[config.mk]
export PLATFORM = sky130hd
export DESIGN_NAME = stack_pushall_seq
export DESIGN_NICKNAME = d
export VERILOG_FILES = /design/src/rtl/stack_pushall_seq_pkg.sv /design/src/rtl/stack_pushall_seq_regfile.sv /design/src/rtl/stack_pushall_seq_ctrl.sv /design/src/rtl/stack_pushall_seq.sv
export SDC_FILE = /design/constraint.sdc
export NUM_CORES = 1
export LEC_CHECK = 0
export ABC_CLOCK_PERIOD_IN_PS = 4200
export BUFFER_PORTS_ARGS = -buffer_cell sky130_fd_sc_hd__buf_2
export CAP_MARGIN = 20
export CELL_PAD_IN_SITES_DETAIL_PLACEMENT = 0
export CELL_PAD_IN_SITES_GLOBAL_PLACEMENT = 1
export CORE_ASPECT_RATIO = 1.5
export CORE_MARGIN = 2
export CORE_UTILIZATION = 40
export CTS_BUF_LIST = sky130_fd_sc_hd__clkbuf_16
export CTS_CLUSTER_DIAMETER = 30
export DETAILED_ROUTE_END_ITERATION = 7
export GPL_TIMING_DRIVEN = 0
export PLACE_DENSITY = 0.8
export SLEW_MARGIN = 10
export SYNTH_ARGS = -nofsm -noshare
export SYNTH_HDL_FRONTEND = slang
export SYNTH_SLANG_ARGS = --single-unit
[constraint.sdc]
create_clock -name clk -period 4.2 [get_ports clk]
set_clock_uncertainty 0.1 [all_clocks]
set_input_delay 0.84 -clock clk [delete_from_list [all_inputs] [get_ports clk]]
set_output_delay 0.84 -clock clk [all_outputs]
set_load 0.01 [all_outputs]
[src/rtl/stack_pushall_seq_pkg.sv]
package stack_pushall_seq_pkg;
  typedef enum logic [1:0] {
    OP_PUSH1 = 2'd0,
    OP_POP1  = 2'd1,
    OP_PUSHA = 2'd2,
    OP_POPA  = 2'd3
  } seq_op_e;

  typedef enum logic [1:0] {
    ST_IDLE = 2'd0,
    ST_XFER = 2'd1,
    ST_TAIL = 2'd2
  } seq_st_e;
endpackage

[src/rtl/stack_pushall_seq_regfile.sv]
module stack_pushall_seq_regfile #(
  parameter int DW      = 32,
  parameter int NREG    = 8,
  parameter int SP_IDX  = 4,
  parameter logic [DW-1:0] SP_INIT = 32'h0000_0200,
  localparam int IW     = $clog2(NREG)
) (
  input  logic          clk,
  input  logic          rst_n,
  input  logic          ext_we,
  input  logic [IW-1:0] ext_idx,
  input  logic [DW-1:0] ext_data,
  input  logic          sp_we,
  input  logic [DW-1:0] sp_data,
  input  logic          wb_we,
  input  logic [IW-1:0] wb_idx,
  input  logic [DW-1:0] wb_data,
  input  logic [IW-1:0] rd_a_idx,
  output logic [DW-1:0] rd_a_data,
  input  logic [IW-1:0] rd_b_idx,
  output logic [DW-1:0] rd_b_data,
  output logic [DW-1:0] sp
);
  logic [DW-1:0] regs [NREG];

  // Priority: memory writeback, then pointer step, then side port.
  always_ff @(posedge clk) begin
    for (int g = 0; g < NREG; g++) begin
      if (!rst_n)
        regs[g] <= (g == SP_IDX) ? SP_INIT : '0;
      else if (wb_we && wb_idx == IW'(g))
        regs[g] <= wb_data;
      else if (g == SP_IDX && sp_we)
        regs[g] <= sp_data;
      else if (ext_we && ext_idx == IW'(g))
        regs[g] <= ext_data;
    end
  end

  assign rd_a_data = regs[rd_a_idx];
  assign rd_b_data = regs[rd_b_idx];
  assign sp        = regs[SP_IDX];
endmodule

[src/rtl/stack_pushall_seq_ctrl.sv]
module stack_pushall_seq_ctrl
  import stack_pushall_seq_pkg::*;
#(
  parameter int DW     = 32,
  parameter int NREG   = 8,
  parameter int SP_IDX = 4,
  localparam int IW    = $clog2(NREG),
  localparam int BYTES = DW / 8
) (
  input  logic          clk,
  input  logic          rst_n,
  input  logic          cmd_valid,
  input  logic [1:0]    cmd_op,
  input  logic [IW-1:0] cmd_reg,
  input  logic [DW-1:0] sp,
  input  logic [DW-1:0] push_data,
  input  logic [DW-1:0] mem_rdata,
  output logic [IW-1:0] rd_idx,
  output logic          busy,
  output logic          done,
  output logic [DW-1:0] mem_addr,
  output logic [DW-1:0] mem_wdata,
  output logic          mem_we,
  output logic          sp_we,
  output logic [DW-1:0] sp_data,
  output logic          wb_we,
  output logic [IW-1:0] wb_idx,
  output logic [DW-1:0] wb_data
);
  function automatic logic [DW-1:0] sp_down(input logic [DW-1:0] p);
    return p - DW'(BYTES);
  endfunction

  function automatic logic [DW-1:0] sp_up(input logic [DW-1:0] p);
    return p + DW'(BYTES);
  endfunction

  function automatic logic [IW-1:0] restore_slot(input logic [IW-1:0] c);
    return IW'(NREG - 1) - c;
  endfunction

  seq_st_e       st_q;
  seq_op_e       op_q;
  logic [IW-1:0] reg_q, cnt_q, wbi_q;
  logic [DW-1:0] sp_snap_q;
  logic          wbp_q;

  logic          xfer, is_push, single, last_step, rd_fire;
  logic [IW-1:0] slot;

  assign xfer      = (st_q == ST_XFER);
  assign is_push   = (op_q == OP_PUSH1) || (op_q == OP_PUSHA);
  assign single    = (op_q == OP_PUSH1) || (op_q == OP_POP1);
  assign last_step = single || (cnt_q == IW'(NREG - 1));
  assign slot      = (op_q == OP_PUSHA) ? cnt_q :
                     (op_q == OP_POPA)  ? restore_slot(cnt_q) : reg_q;
  assign rd_fire   = xfer && !is_push;

  assign rd_idx    = slot;
  assign busy      = (st_q != ST_IDLE);
  assign mem_we    = xfer && is_push;
  assign mem_addr  = is_push ? sp_down(sp) : sp;
  assign mem_wdata = (op_q == OP_PUSHA && slot == IW'(SP_IDX)) ? sp_snap_q : push_data;
  assign sp_we     = xfer;
  assign sp_data   = is_push ? sp_down(sp) : sp_up(sp);
  assign wb_we     = wbp_q;
  assign wb_idx    = wbi_q;
  assign wb_data   = mem_rdata;

  always_ff @(posedge clk) begin
    if (!rst_n) begin
      st_q      <= ST_IDLE;
      op_q      <= OP_PUSH1;
      reg_q     <= '0;
      cnt_q     <= '0;
      sp_snap_q <= '0;
      wbp_q     <= 1'b0;
      wbi_q     <= '0;
      done      <= 1'b0;
    end else begin
      done  <= 1'b0;
      wbp_q <= rd_fire && !(op_q == OP_POPA && slot == IW'(SP_IDX));
      wbi_q <= slot;
      unique case (st_q)
        ST_IDLE: if (cmd_valid) begin
          st_q      <= ST_XFER;
          op_q      <= seq_op_e'(cmd_op);
          reg_q     <= cmd_reg;
          cnt_q     <= '0;
          sp_snap_q <= sp;
        end
        ST_XFER: begin
          cnt_q <= cnt_q + 1'b1;
          if (last_step) begin
            st_q <= is_push ? ST_IDLE : ST_TAIL;
            done <= is_push;
          end
        end
        ST_TAIL: begin
          st_q <= ST_IDLE;
          done <= 1'b1;
        end
        default: st_q <= ST_IDLE;
      endcase
    end
  end

  // the saved-pointer slot carries the value from before the first store
  a_r4_saved_sp: assert property (@(posedge clk) disable iff (!rst_n)
    (xfer && op_q == OP_PUSHA && cnt_q == IW'(SP_IDX))
      |-> mem_wdata == sp + DW'(BYTES * SP_IDX));

  // every read step advances the pointer by one word
  a_r3_pop_advance: assert property (@(posedge clk) disable iff (!rst_n)
    rd_fire |=> sp == $past(sp) + DW'(BYTES));

  // the latched command does not change while a sequence runs
  a_r8_cmd_ignored: assert property (@(posedge clk) disable iff (!rst_n)
    busy |=> $stable(op_q) && $stable(reg_q));
endmodule

[src/rtl/stack_pushall_seq.sv]
module stack_pushall_seq #(
  parameter int DW     = 32,
  parameter int NREG   = 8,
  parameter int SP_IDX = 4,
  parameter logic [DW-1:0] SP_INIT = 32'h0000_0200,
  localparam int IW    = $clog2(NREG)
) (
  input  logic          clk,
  input  logic          rst_n,
  input  logic          cmd_valid,
  input  logic [1:0]    cmd_op,
  input  logic [IW-1:0] cmd_reg,
  output logic          busy,
  output logic          done,
  input  logic          rf_wr_en,
  input  logic [IW-1:0] rf_wr_idx,
  input  logic [DW-1:0] rf_wr_data,
  input  logic [IW-1:0] rf_rd_idx,
  output logic [DW-1:0] rf_rd_data,
  output logic [DW-1:0] mem_addr,
  output logic [DW-1:0] mem_wdata,
  output logic          mem_we,
  input  logic [DW-1:0] mem_rdata
);
  logic [DW-1:0] sp, push_data, sp_data, wb_data;
  logic [IW-1:0] seq_rd_idx, wb_idx;
  logic          sp_we, wb_we, ext_we;

  assign ext_we = rf_wr_en && !busy;

  stack_pushall_seq_regfile #(.DW(DW), .NREG(NREG), .SP_IDX(SP_IDX), .SP_INIT(SP_INIT)) u_rf (
    .clk(clk), .rst_n(rst_n),
    .ext_we(ext_we), .ext_idx(rf_wr_idx), .ext_data(rf_wr_data),
    .sp_we(sp_we), .sp_data(sp_data),
    .wb_we(wb_we), .wb_idx(wb_idx), .wb_data(wb_data),
    .rd_a_idx(seq_rd_idx), .rd_a_data(push_data),
    .rd_b_idx(rf_rd_idx), .rd_b_data(rf_rd_data),
    .sp(sp)
  );

  stack_pushall_seq_ctrl #(.DW(DW), .NREG(NREG), .SP_IDX(SP_IDX)) u_ctrl (
    .clk(clk), .rst_n(rst_n),
    .cmd_valid(cmd_valid), .cmd_op(cmd_op), .cmd_reg(cmd_reg),
    .sp(sp), .push_data(push_data), .mem_rdata(mem_rdata),
    .rd_idx(seq_rd_idx), .busy(busy), .done(done),
    .mem_addr(mem_addr), .mem_wdata(mem_wdata), .mem_we(mem_we),
    .sp_we(sp_we), .sp_data(sp_data),
    .wb_we(wb_we), .wb_idx(wb_idx), .wb_data(wb_data)
  );

  // a store lands at the address the pointer then holds
  a_r2_push_lands: assert property (@(posedge clk) disable iff (!rst_n)
    mem_we |=> sp == $past(mem_addr));

  // completion is a single-cycle pulse seen while idle
  a_r7_done_pulse: assert property (@(posedge clk) disable iff (!rst_n)
    done |=> !done);
  a_r7_done_idle: assert property (@(posedge clk) disable iff (!rst_n)
    done |-> !busy);
  a_r7_one_access: assert property (@(posedge clk) disable iff (!rst_n)
    mem_we |-> busy);
endmodule

==> reports/qor.yml <==
status: "finished with violations"
violations: "negative setup slack"
fin_crit_ns: 4.207
fillers: 4050
post_synth_num_cell_types: 64
finalInstanceArea_mm2: 0.02186
setup_tns_ns: -0.006970
clock-sinks: 303
dieHeight_um: 265.7
startpoint_type: "flop"
total_leakage_power_uw: 0.008217
start_util: 0.4065
fmax_mhz: 237.7
postLayoutCoreUtil: 0.4865
drt-total-wl_mm: 71.50
dieArea_mm2: 0.04742
grt_max_degree: 32
async_flop_share: 0
drive_gt1_frac: 0.2442
fp-row-count: 95
ys.flop_type: "edfxtp_1"
rsz0062_at_grt: "false"
coreArea_mm2: 0.04493
cts_buffers: 50
ios: 178
cp-end-kind: "output pin"
yosysTopAreaCell: "edfxtp_1"
grt_pass1_wl_mm: 101.2
die_x_um: 178.5
synth_cells: 1510
io_buffers: 108
clkTransAtPathRegs_ns: 0.05
multi_input_area_mm2: 0.008904
p_per_area_mw_per_mm2: 448.1
hold_viol: 0
seq_area_frac_synth: 0.4724
hpwl_mm: 50.73
finalWorstSetupSlack_ns: -0.006970
synth.top_cell.area_share: 0.4209
cts_tree: "done"
drtIter0Drc: 1783
maxCapViolations: 0
grt.total_usage: 0.2978
holdWs_ns: 0.3625
yosys_register_bits: 303
antenna_found_initial: 4
cp.arrival_ns: 3.27
final_cell_mix: "edfxtp_1 (256), a22o_1 (230), buf_2 (118), nand2_1 (118)"
grt_remaining_overflow: 0
yosys_warnings: 0
grt_pass1_vias: 15620
synth_enable_flop_cells: 256
syn_avg_cell_area_um2: 12.10
worst_pin_slew_ns: 1.168
detail-route-antenna-nets: 0
setup_viol: 1
viasPerCell: 6.655
syn_nets: 1599
cts_max_path_buffers: 3
insertion_delay_ns: 0.59
cts_max_level: 2
slew_violations: 0
gp_congestion: 0.9667
path_class: "reg -> out"
slew_headroom: 0.2153
critPathRequiredTime_ns: 3.26
ir_worst_vdd_uv: 296.9
nNetsFinal: 1785
crit_fanout: 10
drt_first_pass_iters: 6
syn_area_mm2: 0.01827
area_delta_synth_final_pct: 19.67
cts-root-buf: "clkbuf_16"
layout_commonest_cell: "edfxtp_1"
drc: 0
wl_per_cell_um: 30.83
hold_buffers: 0
synth_area_leaders: "edfxtp_1 (42%), mux4_2 (12%), a22o_1 (11%), dfxtp_1 (5.2%), mux2i_1 (3.8%)"
min_path_type: "reg -> reg"
vias: 15430
seq_area_mm2: 0.008628
postPlaceCellArea_mm2: 0.01991
min_period_over_period: 1.002
-- kinds of logic after synthesis --
family,count (synthesis),synth area share
compound gates,430,0.1891
flops,303,0.4724
simple gates,290,0.07775
buf+inv,221,0.04932
mux,197,0.1763
xor+xnor,59,0.02829
fa+ha+maj,10,0.006850
-- flip-flops by register name (all words and copies together), names as in the netlist --
register / count
u_ctrl.cnt_q: 3
u_ctrl.done: 1
u_ctrl.op_q: 2
u_ctrl.reg_q: 3
u_ctrl.sp_snap_q: 32
u_ctrl.st_q: 2
u_ctrl.wb_idx: 3
u_ctrl.wb_we: 1
u_rf.regs: 256
-- worst paths after layout --
kind	slack [ns]	depth (start not counted)	to	start
setup reg to reg	0.80	9	u_rf.regs[4][14]$_SDFFCE_PN0P_	u_ctrl.st_q[1]$_SDFFE_PN0P_
hold / removal	0.36	2	u_ctrl.reg_q[2]$_SDFFE_PN0P_	u_ctrl.reg_q[2]$_SDFFE_PN0P_
hold reg to reg	0.36	2	u_ctrl.reg_q[2]$_SDFFE_PN0P_	u_ctrl.reg_q[2]$_SDFFE_PN0P_
setup / recovery	-0.007	9	mem_wdata[19]	u_ctrl.op_q[0]$_SDFFE_PN0P_
-- worst max-delay path, cell delays in order, from the launching register on --
cell	delay, ns
dfxtp_1	0.39
buf_2	0.29
xnor2_1	0.15
nand2_1	0.08
o21ai_2	0.30
nand2b_2	0.36
clkbuf_2	0.41
o22ai_1	0.21
a221o_1	0.35
buf_2	0.16
-- cells in the mapped netlist, types with 5 or more instances --
cell,instances
nor2b_1,6
clkbuf_1,109
edfxtp_1,256
buf_2,18
and4_1,6
a221o_1,32
xor2_1,27
o221ai_1,6
mux2_2,32
a21boi_0,39
nor3_1,24
buf_1,74
mux4_2,94
xnor2_1,32
or3_1,5
o21ai_0,37
mux2i_1,69
a21oi_1,13
inv_1,10
dfxtp_1,47
nand3_1,26
nand2b_1,8
buf_4,6
ha_1,10
nor4_1,7
nand2_1,119
nor2_1,46
o22ai_1,34
a22oi_1,17
a22o_1,230
nand4_1,14
-- routing by layer --
layer  part of all wire  track usage  vias to the layer above
met1               0.34       0.3402                     7676
met4              0.068       0.1885                        6
li1                   -            -                     6366
met2               0.50       0.5071                     1095
met5            0.00036            0                        -
met3              0.090      0.05779                      289
-- area by class of cell --
type,count,share of cell area
antenna,1,0.0001145
buffer,208,0.04333
clock buffer,51,0.05839
clock inverter,41,0.02009
inverter,11,0.001946
multi-input combinational,986,0.4074
sequential,303,0.3948
tap,582,0.03332
timing repair buffer,136,0.04070
-- stage by stage --
step | total power [µW] | setup WS, ns | cells
finish | 9795 | -0.006970 | 2319
global placement | 5480 | -1.451 | 2200
floorplan | 4778 | 0.6201 | 1510
global route | 10010 | 0.004988 | 2318
detailed placement | 5542 | -0.3239 | 2217
CTS | 9717 | 0.01162 | 2309
-- power by group --
part           switching [µW]  total [µW]  internal [µW]
combinational            1240        2000            762
clock                    1570        4230           2660
sequential                109        3570           3460
total                    2910        9800           6880
-- timing repair --
action,CTS,global route
cloned,0,0
pin swaps,0,2
gates resized for setup,40,12
setup endpoints to repair,66,31
buffers inserted,0,8
No activity file was read; power rests on OpenSTA's default activity.
